File: src/rtl/acc_status_pkg.sv
package acc_status_pkg;

    typedef enum logic [3:0] {
        CMD_NOP   = 4'd0,
        CMD_SETB  = 4'd1,
        CMD_CLRB  = 4'd2,
        CMD_SETPM = 4'd3,
        CMD_LDST  = 4'd4,
        CMD_ADDP  = 4'd5,
        CMD_ADDD  = 4'd6,
        CMD_ADDDZ = 4'd7,
        CMD_BTST  = 4'd8,
        CMD_CMP   = 4'd9,
        CMD_NORM  = 4'd10,
        CMD_ZACC  = 4'd11
    } acc_cmd_e;

    // Packed so that a status word load maps bit for bit.
    typedef struct packed {
        logic       xf;
        logic       tc;
        logic       sxm;
        logic [1:0] pm;
        logic       ovm;
    } status_t;

    localparam status_t STATUS_RESET = '{xf: 1'b1, tc: 1'b0, sxm: 1'b1, pm: 2'b00, ovm: 1'b0};

endpackage

File: src/rtl/acc_prod_scaler.sv
module acc_prod_scaler #(
    parameter int W     = 32,
    parameter int SHL_A = 1,
    parameter int SHL_B = 4,
    parameter int SHR   = 6
) (
    input  logic [W-1:0] prod_i,
    input  logic [1:0]   mode_i,
    output logic [W-1:0] scaled_o
);

    logic signed [W-1:0] prod_s;
    assign prod_s = $signed(prod_i);

    always_comb begin
        unique case (mode_i)
            2'b00:   scaled_o = prod_i;
            2'b01:   scaled_o = prod_i << SHL_A;
            2'b10:   scaled_o = prod_i << SHL_B;
            default: scaled_o = $unsigned(prod_s >>> SHR);
        endcase
    end

endmodule

File: src/rtl/acc_sat_add.sv
module acc_sat_add #(
    parameter int W = 32
) (
    input  logic [W-1:0] a_i,
    input  logic [W-1:0] b_i,
    input  logic         sat_en_i,
    output logic [W-1:0] sum_o
);

    localparam logic [W-1:0] POS_MAX = {1'b0, {(W-1){1'b1}}};
    localparam logic [W-1:0] NEG_MIN = {1'b1, {(W-1){1'b0}}};

    logic [W-1:0] raw;
    logic         ovf;

    assign raw = a_i + b_i;
    assign ovf = (a_i[W-1] == b_i[W-1]) && (raw[W-1] != a_i[W-1]);

    always_comb begin
        if (ovf && sat_en_i)
            sum_o = a_i[W-1] ? NEG_MIN : POS_MAX;
        else
            sum_o = raw;
    end

endmodule

File: src/rtl/acc_test_flag.sv
module acc_test_flag
    import acc_status_pkg::*;
#(
    parameter int DATA_W = 16,
    parameter int AUX_W  = 16,
    parameter int SEL_W  = $clog2(DATA_W)
) (
    input  acc_cmd_e          cmd_i,
    input  logic [SEL_W-1:0]  sel_i,
    input  logic [DATA_W-1:0] data_i,
    input  logic [AUX_W-1:0]  aux_i,
    input  logic [AUX_W-1:0]  ref_i,
    input  logic [1:0]        acc_top_i,
    output logic              we_o,
    output logic              val_o
);

    logic cmp_hit;

    always_comb begin
        unique case (sel_i[1:0])
            2'd0:    cmp_hit = (aux_i == ref_i);
            2'd1:    cmp_hit = (aux_i <  ref_i);
            2'd2:    cmp_hit = (aux_i >  ref_i);
            default: cmp_hit = (aux_i != ref_i);
        endcase
    end

    always_comb begin
        we_o  = 1'b1;
        val_o = 1'b0;
        case (cmd_i)
            CMD_BTST: val_o = data_i[sel_i];
            CMD_CMP:  val_o = cmp_hit;
            CMD_NORM: val_o = acc_top_i[1] ^ acc_top_i[0];
            default:  we_o  = 1'b0;
        endcase
    end

endmodule

File: src/rtl/acc_status_reg.sv
module acc_status_reg
    import acc_status_pkg::*;
(
    input  logic     clk,
    input  logic     rst_n,
    input  acc_cmd_e cmd_i,
    input  logic [1:0] sel_i,
    input  logic [5:0] word_i,
    input  logic     tc_we_i,
    input  logic     tc_val_i,
    output status_t  st_o
);

    status_t st_q, st_d;

    always_comb begin
        st_d = st_q;
        case (cmd_i)
            CMD_SETB, CMD_CLRB: begin
                unique case (sel_i)
                    2'd0:    st_d.ovm = (cmd_i == CMD_SETB);
                    2'd1:    st_d.sxm = (cmd_i == CMD_SETB);
                    2'd2:    st_d.xf  = (cmd_i == CMD_SETB);
                    default: st_d     = st_q;
                endcase
            end
            CMD_SETPM: st_d.pm = sel_i;
            CMD_LDST:  st_d    = status_t'(word_i);
            default:   st_d    = st_q;
        endcase
        if (tc_we_i)
            st_d.tc = tc_val_i;
    end

    always_ff @(posedge clk or negedge rst_n) begin
        if (!rst_n)
            st_q <= STATUS_RESET;
        else
            st_q <= st_d;
    end

    assign st_o = st_q;

endmodule

File: src/rtl/acc_status_unit.sv
module acc_status_unit
    import acc_status_pkg::*;
#(
    parameter int ACC_W  = 32,
    parameter int DATA_W = 16,
    parameter int AUX_W  = 16,
    parameter int SHL_A  = 1,
    parameter int SHL_B  = 4,
    parameter int SHR    = 6,
    localparam int SEL_W = $clog2(DATA_W)
) (
    input  logic              clk,
    input  logic              rst_n,
    input  logic [3:0]        cmd_i,
    input  logic [SEL_W-1:0]  sel_i,
    input  logic [DATA_W-1:0] data_i,
    input  logic [ACC_W-1:0]  preg_i,
    input  logic [AUX_W-1:0]  aux_i,
    input  logic [AUX_W-1:0]  ref_i,
    output logic [ACC_W-1:0]  pshift_o,
    output logic [ACC_W-1:0]  acc_o,
    output logic              ovm_o,
    output logic [1:0]        pm_o,
    output logic              sxm_o,
    output logic              tc_o,
    output logic              xf_o
);

    localparam int EXT_W = ACC_W - DATA_W;

    acc_cmd_e         cmd;
    status_t          st;
    logic [ACC_W-1:0] acc_q, acc_d;
    logic [ACC_W-1:0] addend, sum;
    logic [ACC_W-1:0] data_ext;
    logic             ext_sign;
    logic             tc_we, tc_val;

    assign cmd = acc_cmd_e'(cmd_i);

    acc_prod_scaler #(.W(ACC_W), .SHL_A(SHL_A), .SHL_B(SHL_B), .SHR(SHR)) u_scaler (
        .prod_i   (preg_i),
        .mode_i   (st.pm),
        .scaled_o (pshift_o)
    );

    // Extension stage: the suppress-extension add ignores the mode bit.
    assign ext_sign = st.sxm && (cmd != CMD_ADDDZ) && data_i[DATA_W-1];
    assign data_ext = {{EXT_W{ext_sign}}, data_i};

    always_comb begin
        unique case (cmd)
            CMD_ADDP: addend = pshift_o;
            default:  addend = data_ext;
        endcase
    end

    acc_sat_add #(.W(ACC_W)) u_adder (
        .a_i      (acc_q),
        .b_i      (addend),
        .sat_en_i (st.ovm),
        .sum_o    (sum)
    );

    acc_test_flag #(.DATA_W(DATA_W), .AUX_W(AUX_W), .SEL_W(SEL_W)) u_tflag (
        .cmd_i     (cmd),
        .sel_i     (sel_i),
        .data_i    (data_i),
        .aux_i     (aux_i),
        .ref_i     (ref_i),
        .acc_top_i (acc_q[ACC_W-1 -: 2]),
        .we_o      (tc_we),
        .val_o     (tc_val)
    );

    acc_status_reg u_status (
        .clk      (clk),
        .rst_n    (rst_n),
        .cmd_i    (cmd),
        .sel_i    (sel_i[1:0]),
        .word_i   (data_i[5:0]),
        .tc_we_i  (tc_we),
        .tc_val_i (tc_val),
        .st_o     (st)
    );

    always_comb begin
        case (cmd)
            CMD_ADDP, CMD_ADDD, CMD_ADDDZ: acc_d = sum;
            CMD_ZACC:                      acc_d = '0;
            default:                       acc_d = acc_q;
        endcase
    end

    always_ff @(posedge clk or negedge rst_n) begin
        if (!rst_n)
            acc_q <= '0;
        else
            acc_q <= acc_d;
    end

    assign acc_o = acc_q;
    assign ovm_o = st.ovm;
    assign pm_o  = st.pm;
    assign sxm_o = st.sxm;
    assign tc_o  = st.tc;
    assign xf_o  = st.xf;

endmodule

File: config.mk
export PLATFORM = sky130hd
export DESIGN_NAME = acc_status_unit
export DESIGN_NICKNAME = d
export VERILOG_FILES = /design/src/rtl/acc_status_pkg.sv /design/src/rtl/acc_prod_scaler.sv /design/src/rtl/acc_sat_add.sv /design/src/rtl/acc_test_flag.sv /design/src/rtl/acc_status_reg.sv /design/src/rtl/acc_status_unit.sv
export SDC_FILE = /design/constraint.sdc
export NUM_CORES = 1
export LEC_CHECK = 0
export BUFFER_PORTS_ARGS = -buffer_cell sky130_fd_sc_hd__buf_4
export CAP_MARGIN = 20
export CORE_ASPECT_RATIO = 1.25
export CORE_MARGIN = 10
export CORE_UTILIZATION = 50
export CTS_CLUSTER_DIAMETER = 100
export CTS_CLUSTER_SIZE = 24
export DETAILED_ROUTE_END_ITERATION = 16
export PLACE_DENSITY = 0.78
export SKIP_CTS_REPAIR_TIMING = 1
export SLEW_MARGIN = 30
export SYNTH_ARGS = -nofsm -noshare
export SYNTH_HDL_FRONTEND = slang
export SYNTH_SLANG_ARGS = --single-unit
File: constraint.sdc
create_clock -name clk -period 4.6 [get_ports clk]
set_input_delay 0.23 -clock clk [delete_from_list [all_inputs] [get_ports clk]]
set_output_delay 0.23 -clock clk [all_outputs]
set_load 0.05 [all_outputs]
==> run_results.csv <==
group,metric,value,unit
status,status,"complete, no violations",
clock_network,clk_latency,0.29,ns
worst_setup_path,critPathMaxFanout,18,
synth,post_synth_main_area_contributors,"dfrtp_1 (17%), mux4_2 (14%), ha_1 (12%)",
synth,ys_async_sr_fraction,100.0,%
floorplanning,rows,41,
floorplanning,die_width,111.9,µm
route,via_count,5642,
synth,synth_top_area_cell,"dfrtp_1",
route,vias_per_cell,6.193,
placed_design,gp_congestion,1.034,
pwr,p_leak,3.322,nW
synth,ys.flop_type,"dfrtp_1",
final_layout,nets,923,
final_layout,insertedDiodeCount,0,
worst_setup_path,cpMaxStageDelayCell,"dfrtp_1",
floorplanning,die_h,134.9,µm
timing,worst_slew_margin_rel,57.25,%
synth,avgSynthCellArea,8.313,µm²
floorplanning,die_area,15090,µm²
timing,max_freq,0.2423,GHz
grt,grt_pass1_vias,5666,
pwr,power_frac_seq,16.4,%
placed_design,place_inst,902,
synth,yosysTopAreaCellShare,17.07,%
worst_setup_path,cpPeakStageDelay,0.74,ns
worst_setup_path,critical_path_class,"flip-flop to flip-flop",
worst_setup_path,path_cells,"buf_4 > nor2_1 > nand2_1 > nand2_1 > nand2_1 > nand2_1 > ha_1 > fa_1 > a21o_1 > a221oi_2 > o211ai_1 > o21a_1 > o21ba_2 > or4_1 > a21oi_1 > o21ai_0",
synth,netlist_area,5279,µm²
synth,ys_seq_area_share,18.06,%
final_layout,seqCellArea,954.7,µm²
timing,finalWorstPathRequiredPeriod,4.128,ns
pwr,powerDensity,603.9,nW/µm²
placed_design,dp_hpwl,15.28,mm
final_layout,multi_input_area,4050,µm²
worst_setup_path,worst-path-buf-inv,1,
grt,antenna_found_initial,0,
pwr,p_int,1.778,mW
pwr,power_switching_share,55.98,%
timing,clock_skew,0.005739,ns
grt,gr-total-overflow,0,
worst_setup_path,critPathTopFamily,"compound AO/OA/AOI/OAI gates",
synth,synth.distinct_cells,73,
route,drc,0,
worst_setup_path,critPathLaunchType,"flip-flop",
placed_design,io_buffers,159,
final_layout,area.growth.synth_to_final,26.74,%
route,wl_per_cell,20.44,µm
clock_network,htreeDepth,2,
synth,syn_inst,635,
clock_network,root_buffer,"clkbuf_16",
worst_setup_path,arrival,4.27,ns
timing,drv_slew,0,
floorplanning,io_pins,160,
pwr,power_switching,2.262,mW
route,drt-initial-drc-count,312,
grt,grt_usage,23.92,%
route,antenna_left,0,
timing,rsz0062_at_grt,"false",
route,wl,18.62,mm
worst_setup_path,endpoint_kind,"flip-flop",
clock_network,clkTransAtPathRegs,0.06,ns
synth,yosys_warnings,0,
grt,grt_max_degree,39,
timing,setup_tns,0,ns
floorplanning,core,10210,µm²
final_layout,instances_no_fill,911,
clock_network,cts_made_buffers,5,
synth,synth-seq-cells,38,
floorplanning,start_util,51.71,%
job,cap_violations,0,
grt,grt_pass1_wl,29.93,mm
timing,hold_viol,0,
final_layout,drive_gt1_share,31.46,%
timing,tightest_slew,0.6413,ns
pwr,comb_power_share,74.9,%
worst_setup_path,crit_required,4.75,ns
final_layout,fillers,891,
clock_network,cts_tree,"yes",
timing,post-route-period-util,89.74,%
route,drtPass1Iterations,5,
synth,synth_nets,777,
clock_network,clk_path_buf_depth,2,
pwr,vdd_drop_max,0.0003310,V
worst_setup_path,crit_path_frequent_cell,"nand2_1",
synth,synth-edff-count,0,
clock_network,cts_sinks,38,
worst_hold_path,hold_path.class,"primary input to flip-flop",
timing,setup_viol,0,
pwr,p_clk_share,8.7,%
==> routing by layer <==
metal	part of all wire, %	global-route usage (%)	vias to the layer above
met5	0	0	-
li1	-	-	2621
met3	11	6.339	49
met4	2.8	7.940	0
met2	48	40.43	331
met1	38	28.68	2641
==> Yosys cell counts, types with 2 or more instances <==
master and number:
a211o_1 4, a211oi_1 6, a211oi_2 2, a21boi_0 2
a21o_1 22, a21oi_1 42, a221oi_2 2, a22o_1 2
a22oi_1 3, a22oi_2 3, a31oi_1 6, and3_1 7
buf_1 5, buf_2 9, buf_4 3, buf_6 3
clkbuf_1 11, dfrtp_1 36, dfstp_2 2, ha_1 51
inv_1 27, mux2i_1 4, mux4_2 32, nand2_1 125
nand2b_1 8, nand3_1 18, nand4_1 8, nor2_1 31
nor2_2 4, nor2b_1 3, nor3_1 8, nor3b_1 2
o211ai_1 3, o211ai_2 4, o21a_1 21, o21ai_0 35
o21ai_1 15, o21ai_2 4, o21bai_1 4, or2_2 2
or3_1 2, xnor2_1 14, xor2_1 10
==> stage by stage <==
stage / worst slack, ns / area (µm²) / total power [mW] / hold WS (ns) / util (%)
after floorplan: 0.005378 / 5279 / 2.860 / -0.06559 / -
after global placement: 0.5852 / 6544 / 3.603 / 0.2406 / 64.10
after detailed placement: 0.4982 / 6544 / 3.663 / 0.2435 / 64.10
after CTS: 0.4950 / 6680 / 4.020 / -0.05803 / 65.44
after global routing: 0.2179 / 6690 / 4.303 / 0.2355 / 65.54
final: 0.4721 / 6690 / 4.040 / 0.2293 / 65.54
==> kinds of logic after synthesis <==
family,after synthesis,share of synthesized area [%]
AO/OA/AOI/OAI,195,25.62
AND/OR/NAND/NOR,230,19.98
adder cells (fa/ha/maj),52,12.47
flip-flops,38,18.06
buffers and inverters,59,5.262
multiplexers,37,14.62
XOR/XNOR,24,3.982
==> layout by cell type (no fill, tap or decap), types with 4 or more instances in the layout <==
cell | netlist | routed
nand4_1 | 8 | 8
nand2b_1 | 8 | 8
mux4_2 | 32 | 32
a211o_1 | 4 | 4
and3_1 | 7 | 7
nor2_2 | 4 | 5
dfrtp_1 | 36 | 35
mux2i_1 | 4 | 4
a211oi_1 | 6 | 6
nor2_1 | 31 | 30
nand2_1 | 125 | 125
nor3_1 | 8 | 8
xnor2_1 | 14 | 14
o21ai_0 | 35 | 32
clkbuf_16 | 0 | 5
inv_1 | 27 | 27
ha_1 | 51 | 51
buf_4 | 3 | 170
nand3_1 | 18 | 18
o21ai_2 | 4 | 4
a21oi_1 | 42 | 42
o21a_1 | 21 | 21
xor2_1 | 10 | 10
o21bai_1 | 4 | 4
a21o_1 | 22 | 22
o211ai_2 | 4 | 4
o21ai_1 | 15 | 18
a31oi_1 | 6 | 6
==> registers in the layout, summed over array words and instances, names as in the netlist <==
signal	flops
u_status.st_o	6
acc_o	32
==> power by group through the flow <==
stage | Combinational (mW) | Sequential, mW | Clock (mW)
after detailed placement | 3.00 | 0.663 | 0
after global routing | 3.25 | 0.686 | 0.368
after global placement | 2.94 | 0.660 | 0
after floorplan | 1.77 | 1.09 | 0
final | 3.03 | 0.664 | 0.350
after CTS | 3.01 | 0.660 | 0.349
==> final timing paths <==
check,depth (start not counted),slack (ns),endpoint,startpoint
worst max-delay path,16,0.47,acc_o[18],u_status.st_o[2]
worst min-delay path,3,0.23,u_status.st_o[2],data_i[2]
worst max register to register,16,0.47,acc_o[18],u_status.st_o[2]
worst min register to register,2,0.51,acc_o[19],acc_o[19]
max in group asynchronous,2,3.73,u_status.st_o[1],rst_n
min in group asynchronous,2,0.47,acc_o[19],rst_n
==> worst min-delay path: cells and delay by family <==
kind / cells / cell delay, ns
buffers and inverters: 1 / 0.12
AOI/OAI and AO/OA: 1 / 0.07
and+or+nand+nor: 1 / 0.05
==> layout make-up <==
cell class | count | area share, %
Clock buffer | 8 | 2.039
Timing Repair Buffer | 171 | 19.23
Sequential cell | 38 | 14.27
Inverter | 27 | 1.515
Multi-Input combinational cell | 538 | 60.54
Tap cell | 129 | 2.413
(Power assumes the default switching activity.)
